[src/rtl/regload_pkg.sv]
package regload_pkg;
    localparam int BUS_W     = 8;
    localparam int BOARD_W   = 3;
    localparam int REGSEL_W  = 3;
    localparam int FLAG_BIT  = 7;
    localparam int BOARD_LSB = 3;

    localparam logic [REGSEL_W-1:0] IDX_CTRL_A = 3'd0;
    localparam logic [REGSEL_W-1:0] IDX_CTRL_B = 3'd1;
    localparam logic [REGSEL_W-1:0] IDX_DIN_LO = 3'd2;
    localparam logic [REGSEL_W-1:0] IDX_DIN_HI = 3'd3;

    typedef enum logic [1:0] {
        ST_LOW  = 2'd0,
        ST_HIGH = 2'd1,
        ST_XFER = 2'd2
    } seq_state_e;
endpackage

[src/rtl/regload_sync.sv]
module regload_sync #(
    parameter int WIDTH  = 10,
    parameter int STAGES = 2
) (
    input  logic             clk,
    input  logic             rst_n,
    input  logic [WIDTH-1:0] async_in,
    output logic [WIDTH-1:0] sync_out
);
    logic [WIDTH-1:0] stage_q [STAGES];

    always_ff @(posedge clk or negedge rst_n) begin
        if (!rst_n) begin
            for (int s = 0; s < STAGES; s++) stage_q[s] <= '0;
        end else begin
            stage_q[0] <= async_in;
            for (int s = 1; s < STAGES; s++) stage_q[s] <= stage_q[s-1];
        end
    end

    assign sync_out = stage_q[STAGES-1];
endmodule

[src/rtl/regload_ctl.sv]
module regload_ctl
    import regload_pkg::*;
(
    input  logic                clk,
    input  logic                rst_n,
    input  logic [BUS_W-1:0]    data_s,
    input  logic                addr_stb_s,
    input  logic                hold_stb_s,
    input  logic [BOARD_W-1:0]  board_id,
    output logic                xfer_go,
    output logic [REGSEL_W-1:0] xfer_idx,
    output logic [BUS_W-1:0]    hold_q,
    output logic [BUS_W-1:0]    addr_q
);
    seq_state_e state_q, state_d;
    logic addr_prev, hold_prev;
    logic addr_rise, hold_rise;
    logic new_flag, board_hit;

    assign addr_rise = addr_stb_s & ~addr_prev;
    assign hold_rise = hold_stb_s & ~hold_prev;
    assign new_flag  = data_s[FLAG_BIT];
    assign board_hit = (data_s[BOARD_LSB +: BOARD_W] == board_id);

    // staging registers: strobe history, holding byte and address byte
    always_ff @(posedge clk or negedge rst_n) begin
        if (!rst_n) begin
            addr_prev <= 1'b0;
            hold_prev <= 1'b0;
            hold_q    <= '0;
            addr_q    <= '0;
        end else begin
            addr_prev <= addr_stb_s;
            hold_prev <= hold_stb_s;
            if (hold_rise) hold_q <= data_s;
            if (addr_rise) addr_q <= data_s;
        end
    end

    // state register
    always_ff @(posedge clk or negedge rst_n) begin
        if (!rst_n) state_q <= ST_LOW;
        else        state_q <= state_d;
    end

    // next-state logic
    always_comb begin
        state_d = state_q;
        unique case (state_q)
            ST_LOW: begin
                if (addr_rise && new_flag) state_d = ST_HIGH;
            end
            ST_HIGH: begin
                if (addr_rise && !new_flag) state_d = board_hit ? ST_XFER : ST_LOW;
            end
            ST_XFER: begin
                state_d = (addr_rise && new_flag) ? ST_HIGH : ST_LOW;
            end
            default: state_d = ST_LOW;
        endcase
    end

    // outputs
    always_comb begin
        xfer_go  = (state_q == ST_XFER);
        xfer_idx = addr_q[REGSEL_W-1:0];
    end
endmodule

[src/rtl/regload_bank.sv]
module regload_bank
    import regload_pkg::*;
#(
    parameter int CTRL_W = 8,
    parameter int WORD_W = 16
) (
    input  logic                clk,
    input  logic                rst_n,
    input  logic                xfer_go,
    input  logic [REGSEL_W-1:0] xfer_idx,
    input  logic [BUS_W-1:0]    hold_q,
    output logic [CTRL_W-1:0]   ctrl_a,
    output logic [CTRL_W-1:0]   ctrl_b,
    output logic [WORD_W-1:0]   din_word
);
    localparam int HALF_W = WORD_W / 2;

    always_ff @(posedge clk or negedge rst_n) begin
        if (!rst_n) begin
            ctrl_a   <= '0;
            ctrl_b   <= '0;
            din_word <= '0;
        end else if (xfer_go) begin
            case (xfer_idx)
                IDX_CTRL_A: ctrl_a <= CTRL_W'(hold_q);
                IDX_CTRL_B: ctrl_b <= CTRL_W'(hold_q);
                IDX_DIN_LO: din_word[HALF_W-1:0]      <= HALF_W'(hold_q);
                IDX_DIN_HI: din_word[WORD_W-1:HALF_W] <= HALF_W'(hold_q);
                default: ;
            endcase
        end
    end
endmodule

[src/rtl/regload_top.sv]
module regload_top
    import regload_pkg::*;
#(
    parameter int SYNC_STAGES = 2,
    parameter int CTRL_W      = 8,
    parameter int WORD_W      = 16,
    parameter int PROBE_W     = 8
) (
    input  logic               clk,
    input  logic               rst_n,
    input  logic [BUS_W-1:0]   bus_data,
    input  logic               wr_addr_stb,
    input  logic               wr_hold_stb,
    input  logic [BOARD_W-1:0] board_id,
    input  logic [PROBE_W-1:0] dev_out,
    output logic [CTRL_W-1:0]  ctrl_a,
    output logic [CTRL_W-1:0]  ctrl_b,
    output logic [WORD_W-1:0]  din_word,
    output logic               dev_clk,
    output logic               serial_out
);
    localparam int SYNC_W = BUS_W + 2;
    localparam int PSEL_W = $clog2(PROBE_W);

    logic [SYNC_W-1:0]   sync_vec;
    logic [BUS_W-1:0]    data_s;
    logic                addr_stb_s, hold_stb_s;
    logic                xfer_go;
    logic [REGSEL_W-1:0] xfer_idx;
    logic [BUS_W-1:0]    hold_q, addr_q;

    regload_sync #(.WIDTH(SYNC_W), .STAGES(SYNC_STAGES)) u_sync (
        .clk      (clk),
        .rst_n    (rst_n),
        .async_in ({wr_addr_stb, wr_hold_stb, bus_data}),
        .sync_out (sync_vec)
    );

    assign {addr_stb_s, hold_stb_s, data_s} = sync_vec;

    regload_ctl u_ctl (
        .clk        (clk),
        .rst_n      (rst_n),
        .data_s     (data_s),
        .addr_stb_s (addr_stb_s),
        .hold_stb_s (hold_stb_s),
        .board_id   (board_id),
        .xfer_go    (xfer_go),
        .xfer_idx   (xfer_idx),
        .hold_q     (hold_q),
        .addr_q     (addr_q)
    );

    regload_bank #(.CTRL_W(CTRL_W), .WORD_W(WORD_W)) u_bank (
        .clk      (clk),
        .rst_n    (rst_n),
        .xfer_go  (xfer_go),
        .xfer_idx (xfer_idx),
        .hold_q   (hold_q),
        .ctrl_a   (ctrl_a),
        .ctrl_b   (ctrl_b),
        .din_word (din_word)
    );

    assign dev_clk    = ctrl_b[0];
    assign serial_out = dev_out[ctrl_a[PSEL_W-1:0]];
endmodule

[config.mk]
export PLATFORM = sky130hd
export DESIGN_NAME = regload_top
export DESIGN_NICKNAME = d
export VERILOG_FILES = /design/src/rtl/regload_pkg.sv /design/src/rtl/regload_sync.sv /design/src/rtl/regload_ctl.sv /design/src/rtl/regload_bank.sv /design/src/rtl/regload_top.sv
export SDC_FILE = /design/constraint.sdc
export NUM_CORES = 1
export LEC_CHECK = 0
export BUFFER_PORTS_ARGS = -buffer_cell sky130_fd_sc_hd__buf_2
export CAP_MARGIN = 20
export CORE_MARGIN = 3
export CORE_UTILIZATION = 40
export DETAILED_ROUTE_END_ITERATION = 6
export PLACE_DENSITY_LB_ADDON = 0.15
export RECOVER_POWER = 25
export SLEW_MARGIN = 10
export SYNTH_ARGS = -nofsm -noshare
export SYNTH_HDL_FRONTEND = slang
export SYNTH_SLANG_ARGS = --single-unit
[constraint.sdc]
create_clock -name clk -period 2.3 [get_ports clk]
set_clock_uncertainty 0.15 [all_clocks]
set_input_delay 0.46 -clock clk [delete_from_list [all_inputs] [get_ports clk]]
set_output_delay 0.46 -clock clk [all_outputs]
set_load 0.005 [all_outputs]
==> results of run 1 <==
==> per-stage QoR <==
step	std cells	cell area (um^2)	util	hold WS, ns
after CTS	291	3020	0.539	0.0658
after global placement	274	2740	0.488	0.182
after floorplan	150	2370	-	0.0144
after detailed placement	274	2740	0.488	0.186
final	291	3010	0.537	0.0853
after global routing	291	3010	0.537	0.0699
==> routing by layer <==
metal  track usage  wire [um]  up-vias
met2         0.203       2020       40
met5             0          0        -
met4        0.0713         72        0
met3        0.0397        244        9
li1              -          -      637
met1         0.165       1780      658
==> power by group <==
part	switching [mW]	internal, mW
registers	0.0522	1.24
clock network	0.405	0.890
logic	0.0556	0.0590
total	0.513	2.19
==> final timing paths <==
kind                            cells past startpoint          startpoint            endpoint  slack [ns]
worst max-delay path                                3    u_bank.ctrl_a[0]          serial_out        0.07
worst min-delay path                                1         bus_data[1]  u_sync.stage_q[11]        0.09
worst max register to register                      3    u_ctl.state_q[0]  u_bank.din_word[6]        0.45
worst min register to register                      0  u_sync.stage_q[15]  u_sync.sync_out[5]        0.20
max in group asynchronous                           3               rst_n    u_bank.ctrl_a[0]        0.65
min in group asynchronous                           3               rst_n  u_sync.stage_q[18]        0.73
==> final cells by class <==
type	instances	area (um^2)
fillers	490	2600
flip-flops and latches	67	1680
multi-input cells	78	668
repair buffers	58	298
clock buffers	12	155
clock inverters	4	120
well taps	72	90.1
==> what timing repair did <==
action                                 CTS  global route
resized for setup                        0             1
hold buffers                             1             0
endpoints found under the hold margin   53             0
setup endpoints to repair                0             1
==> flip-flops by register name, indices dropped and copies added, names as in the netlist <==
register / cells
u_ctl.hold_prev: 1
u_bank.ctrl_a: 8
u_ctl.addr_q: 3
u_ctl.state_q: 2
u_sync.stage_q: 10
u_ctl.addr_prev: 1
u_bank.din_word: 16
u_sync.sync_out: 10
u_bank.ctrl_b: 8
u_ctl.hold_q: 8
==> logic make-up after synthesis <==
family,Yosys count,synth area share
XOR/XNOR,3,0.0111
buffers and inverters,5,0.0100
flip-flops,67,0.708
AND/OR/NAND/NOR,35,0.0745
multiplexers,39,0.194
AO/OA/AOI/OAI,1,0.00211
==> synth_stat cells, drive strengths merged <==
master and count:
dfrtp 67, mux2 36, nand2 24, clkbuf 3, xor2 3, buf 2, mux4 2, nand3 2
nor2b 2, nor3b 2, a21oi 1, and3b 1, mux2i 1, nand2b 1, nand3b 1, nor2 1
nor4 1
==> results.py, run 1 <==
metrics = {
    "clocking": {
        "cts_root_buffer": "clkbuf_8",
        "h-tree-depth": 3,
        "clk_latency_ns": 0.33,
        "cts_sinks": 67,
        "cts_tree": "yes",
        "post_cts_buffers": 0,
        "clk_pin_slew_ns": 0.07,
        "clock_path_buffers": 2,
        "numCtsBuffers": 9,
    },
    "power": {
        "power.density_nw_per_um2": 897,
        "power_mw": 2.70,
        "ir_drop_uv": 413,
        "p_leak_nw": 1.60,
    },
    "setup_path": {
        "critPathArrivalTime_ns": 1.62,
        "path_class": "register to output port",
        "worst_path_largest_cell_delay_ns": 0.50,
        "endpoint_kind": "output port",
        "critPathMaxFanout": 4,
        "required_ns": 1.69,
        "critPathLaunchType": "register",
        "crit_chain": "mux4_2 -> mux2_2 -> buf_2",
        "cp_top_family": "multiplexers",
        "worst_path_max_delay_cell": "mux4_2",
        "cp_num_buf_inv": 1,
    },
    "floorplan": {
        "dieArea_um2": 6880,
        "core_area_um2": 5610,
        "rows": 27,
        "io_pins": 57,
        "start_util": 0.422,
        "die_y_um": 83.0,
        "die_width_um": 83.0,
    },
    "yosys": {
        "synth_cells": 150,
        "ys_seq_area_frac": 0.708,
        "syn-cell-area_um2": 2370,
        "synth_area_leaders": "dfrtp_1, mux2_2, nand2_1, mux4_2, xor2_1",
        "avgSynthCellArea_um2": 15.8,
        "synthesis.nets": 173,
        "yosys_register_bits": 67,
        "synth_top_area_share": 0.708,
        "yosysUniqueCellTypes": 19,
        "ys.warnings.count": 0,
        "synth_top_area_cell": "dfrtp_1",
    },
    "cells_and_area": {
        "area_delta_synth_final_pct": 27.0,
        "diodes": 0,
        "layout.nets": 237,
        "final_cell_mix": "dfrtp_1, buf_2, mux2_2",
        "layout_commonest_cell": "dfrtp_1",
        "drive_gt1_frac": 0.516,
    },
    "placement": {
        "port-buffer-count": 56,
        "dp_slack_ns": 0.288,
        "routabilityCongestion": 0.759,
        "place_hpwl_um": 2850,
    },
    "global_routing": {
        "grt_max_degree": 68,
        "grt.overflow.total": 0,
        "grt_pass1_wl_um": 7040,
        "grt_pass1_vias": 1399,
        "track_usage": 0.131,
        "antenna_found_initial": 0,
    },
    "drt": {
        "drt_wl_total_um": 4110,
        "wl_per_cell_um": 14.1,
        "drtPass1Iterations": 4,
        "first_iter_violations": 60,
        "ant_nets": 0,
        "vias": 1344,
        "drcViolationCount": 0,
        "vias_per_cell": 4.62,
    },
    "timing": {
        "post-route-min-period_ns": 2.23,
        "rsz0062_at_grt": "false",
        "slew_headroom": 0.421,
        "finalHoldViolCount": 0,
        "worst_pin_slew_ns": 0.869,
        "setup_slack_ns": 0.0718,
        "finalCritPeriodShare": 0.969,
        "max_freq_ghz": 0.449,
        "setup_violations": 0,
        "drv_slew": 0,
        "fin_setup_tns_ns": 0,
    },
    "job": {
        "drv_cap": 0,
    },
    "min_path": {
        "hp-class": "primary input to register",
    },
    "outcome": {
        "status": "complete, no violations",
    },
}
(Power assumes the default switching activity.)
==> inputs of run 2 (changes only) <==
--- a/config.mk
+++ b/config.mk
@@ -7,8 +7,10 @@
 export LEC_CHECK = 0
 export BUFFER_PORTS_ARGS = -buffer_cell sky130_fd_sc_hd__buf_2
 export CAP_MARGIN = 20
+export CELL_PAD_IN_SITES_DETAIL_PLACEMENT = 2
+export CELL_PAD_IN_SITES_GLOBAL_PLACEMENT = 2
 export CORE_MARGIN = 3
-export CORE_UTILIZATION = 40
+export CORE_UTILIZATION = 36
 export DETAILED_ROUTE_END_ITERATION = 6
 export PLACE_DENSITY_LB_ADDON = 0.15
 export RECOVER_POWER = 25
==> results.py, run 2 (same netlist as run 1, synthesis figures left out) <==
metrics = {
    "timing": {
        "finalHoldViolCount": 0,
        "slew_headroom": 0.188,
        "finalCritPeriodShare": 0.985,
        "setup_slack_ns": 0.0343,
        "max_freq_ghz": 0.441,
        "worst_pin_slew_ns": 1.22,
        "hold_slack_ns": 0.0751,
        "setup_violations": 0,
        "drv_slew": 0,
        "rsz0062_at_grt": "true",
        "fin_setup_tns_ns": 0,
        "post-route-min-period_ns": 2.27,
    },
    "floorplan": {
        "io_pins": 57,
        "dieArea_um2": 7590,
        "start_util": 0.386,
        "core_area_um2": 6130,
        "die_y_um": 87.1,
        "rows": 28,
        "die_width_um": 87.1,
    },
    "drt": {
        "ant_nets": 0,
        "vias_per_cell": 4.90,
        "wl_per_cell_um": 17.6,
        "vias": 1454,
        "first_iter_violations": 54,
        "drtPass1Iterations": 4,
        "drcViolationCount": 0,
        "drt_wl_total_um": 5230,
    },
    "power": {
        "power.share.switching": 0.223,
        "power_switching_uw": 542,
        "p_leak_nw": 1.60,
        "power_frac_comb": 0.053,
        "ir_drop_uv": 622,
        "p_seq_frac": 0.532,
        "clock_power_share": 0.415,
        "power.density_nw_per_um2": 812,
        "internal_power_mw": 1.89,
        "power_mw": 2.43,
    },
    "cells_and_area": {
        "regMostFlops": "u_bank.din_word",
        "layout.nets": 240,
        "final_cell_count_no_fill": 297,
        "drive_gt1_frac": 0.518,
        "finalInstanceArea_um2": 2990,
        "largest_register_ffs": 16,
        "area_delta_synth_final_pct": 26.4,
        "diodes": 0,
        "final_cell_mix": "dfrtp_1, buf_2, mux2_2",
        "postLayoutCoreUtil": 0.488,
        "layout_commonest_cell": "dfrtp_1",
    },
    "outcome": {
        "status": "complete, no violations",
    },
    "placement": {
        "dp_cells": 279,
        "place_area_um2": 2750,
        "port-buffer-count": 56,
        "dp_slack_ns": 0.277,
        "routabilityCongestion": 0.705,
        "place_hpwl_um": 3770,
    },
    "global_routing": {
        "grt_max_degree": 48,
        "grt_pass1_wl_um": 8830,
        "grt.overflow.total": 0,
        "track_usage": 0.158,
        "antenna_found_initial": 0,
        "grt_pass1_vias": 1713,
    },
    "setup_path": {
        "endpoint_kind": "output port",
        "required_ns": 1.69,
        "critPathLaunchType": "register",
        "critPathArrivalTime_ns": 1.66,
        "critPathMaxFanout": 3,
        "path_class": "register to output port",
    },
    "clocking": {
        "h-tree-depth": 3,
        "cts_root_buffer": "clkbuf_8",
        "clk_pin_slew_ns": 0.07,
        "cts_sinks": 67,
        "cts_tree": "yes",
        "clock_path_buffers": 2,
        "clk_latency_ns": 0.33,
        "numCtsBuffers": 9,
    },
    "min_path": {
        "hp-class": "primary input to register",
    },
    "job": {
        "drv_cap": 0,
    },
}
-- run 2: cell count changes in the layout (fill, tap and decap cells not counted), moves of 2 or more --
cell       previous run  this run
buf_2                56        54
buf_4                 0         3
bufinv_16             4         1
clkinv_2              0         2
-- run 2: power by group through the flow --
stage / logic [mW] / clock network (mW) / registers (mW)
after floorplan: 0.0549 / 0 / 1.30
after global placement: 0.119 / 0 / 1.31
after detailed placement: 0.128 / 0 / 1.32
after CTS: 0.131 / 1.05 / 1.29
after global routing: 0.147 / 1.10 / 1.30
final: 0.128 / 1.01 / 1.29
-- run 2: per-layer routing --
layer,GRT usage,up-vias,part of all wire
met5,0,-,0
met4,0.0711,0,0.019
met3,0.0426,8,0.063
met2,0.271,49,0.52
met1,0.185,753,0.40
li1,-,644,-
-- run 2: area by class of cell --
type,instances,area [um^2]
fillers,599,3140
flip-flops and latches,67,1680
multi-input cells,78,672
repair buffers,61,338
clock buffers,12,165
well taps,75,93.8
clock inverters,4,47.5
-- run 2: final timing paths --
kind / start / to / slack [ns] / depth (start not counted)
hold reg to reg: u_sync.stage_q[16] / u_sync.sync_out[6] / 0.20 / 0
setup / recovery: u_bank.ctrl_a[0] / serial_out / 0.03 / 3
setup reg to reg: u_ctl.state_q[0] / u_bank.ctrl_a[6] / 0.38 / 4
min in group asynchronous: rst_n / u_bank.ctrl_b[2] / 0.75 / 2
max in group asynchronous: rst_n / u_ctl.hold_q[3] / 0.41 / 3
hold / removal: bus_data[2] / u_sync.stage_q[12] / 0.08 / 1
-- run 2: what timing repair did --
| action | CTS | global route |
|---|---|---|
| gates resized for setup | 0 | 2 |
| hold endpoints to repair | 20 | 0 |
| endpoints found under the setup margin | 1 | 1 |
| setup buffers | 1 | 0 |
| hold buffers | 1 | 0 |
-- run 2: worst max-delay path, cell delays in order (launching register included) --
cell	delay (ns)
dfrtp_1	0.40
mux4_2	0.52
mux2_4	0.28
buf_6	0.11
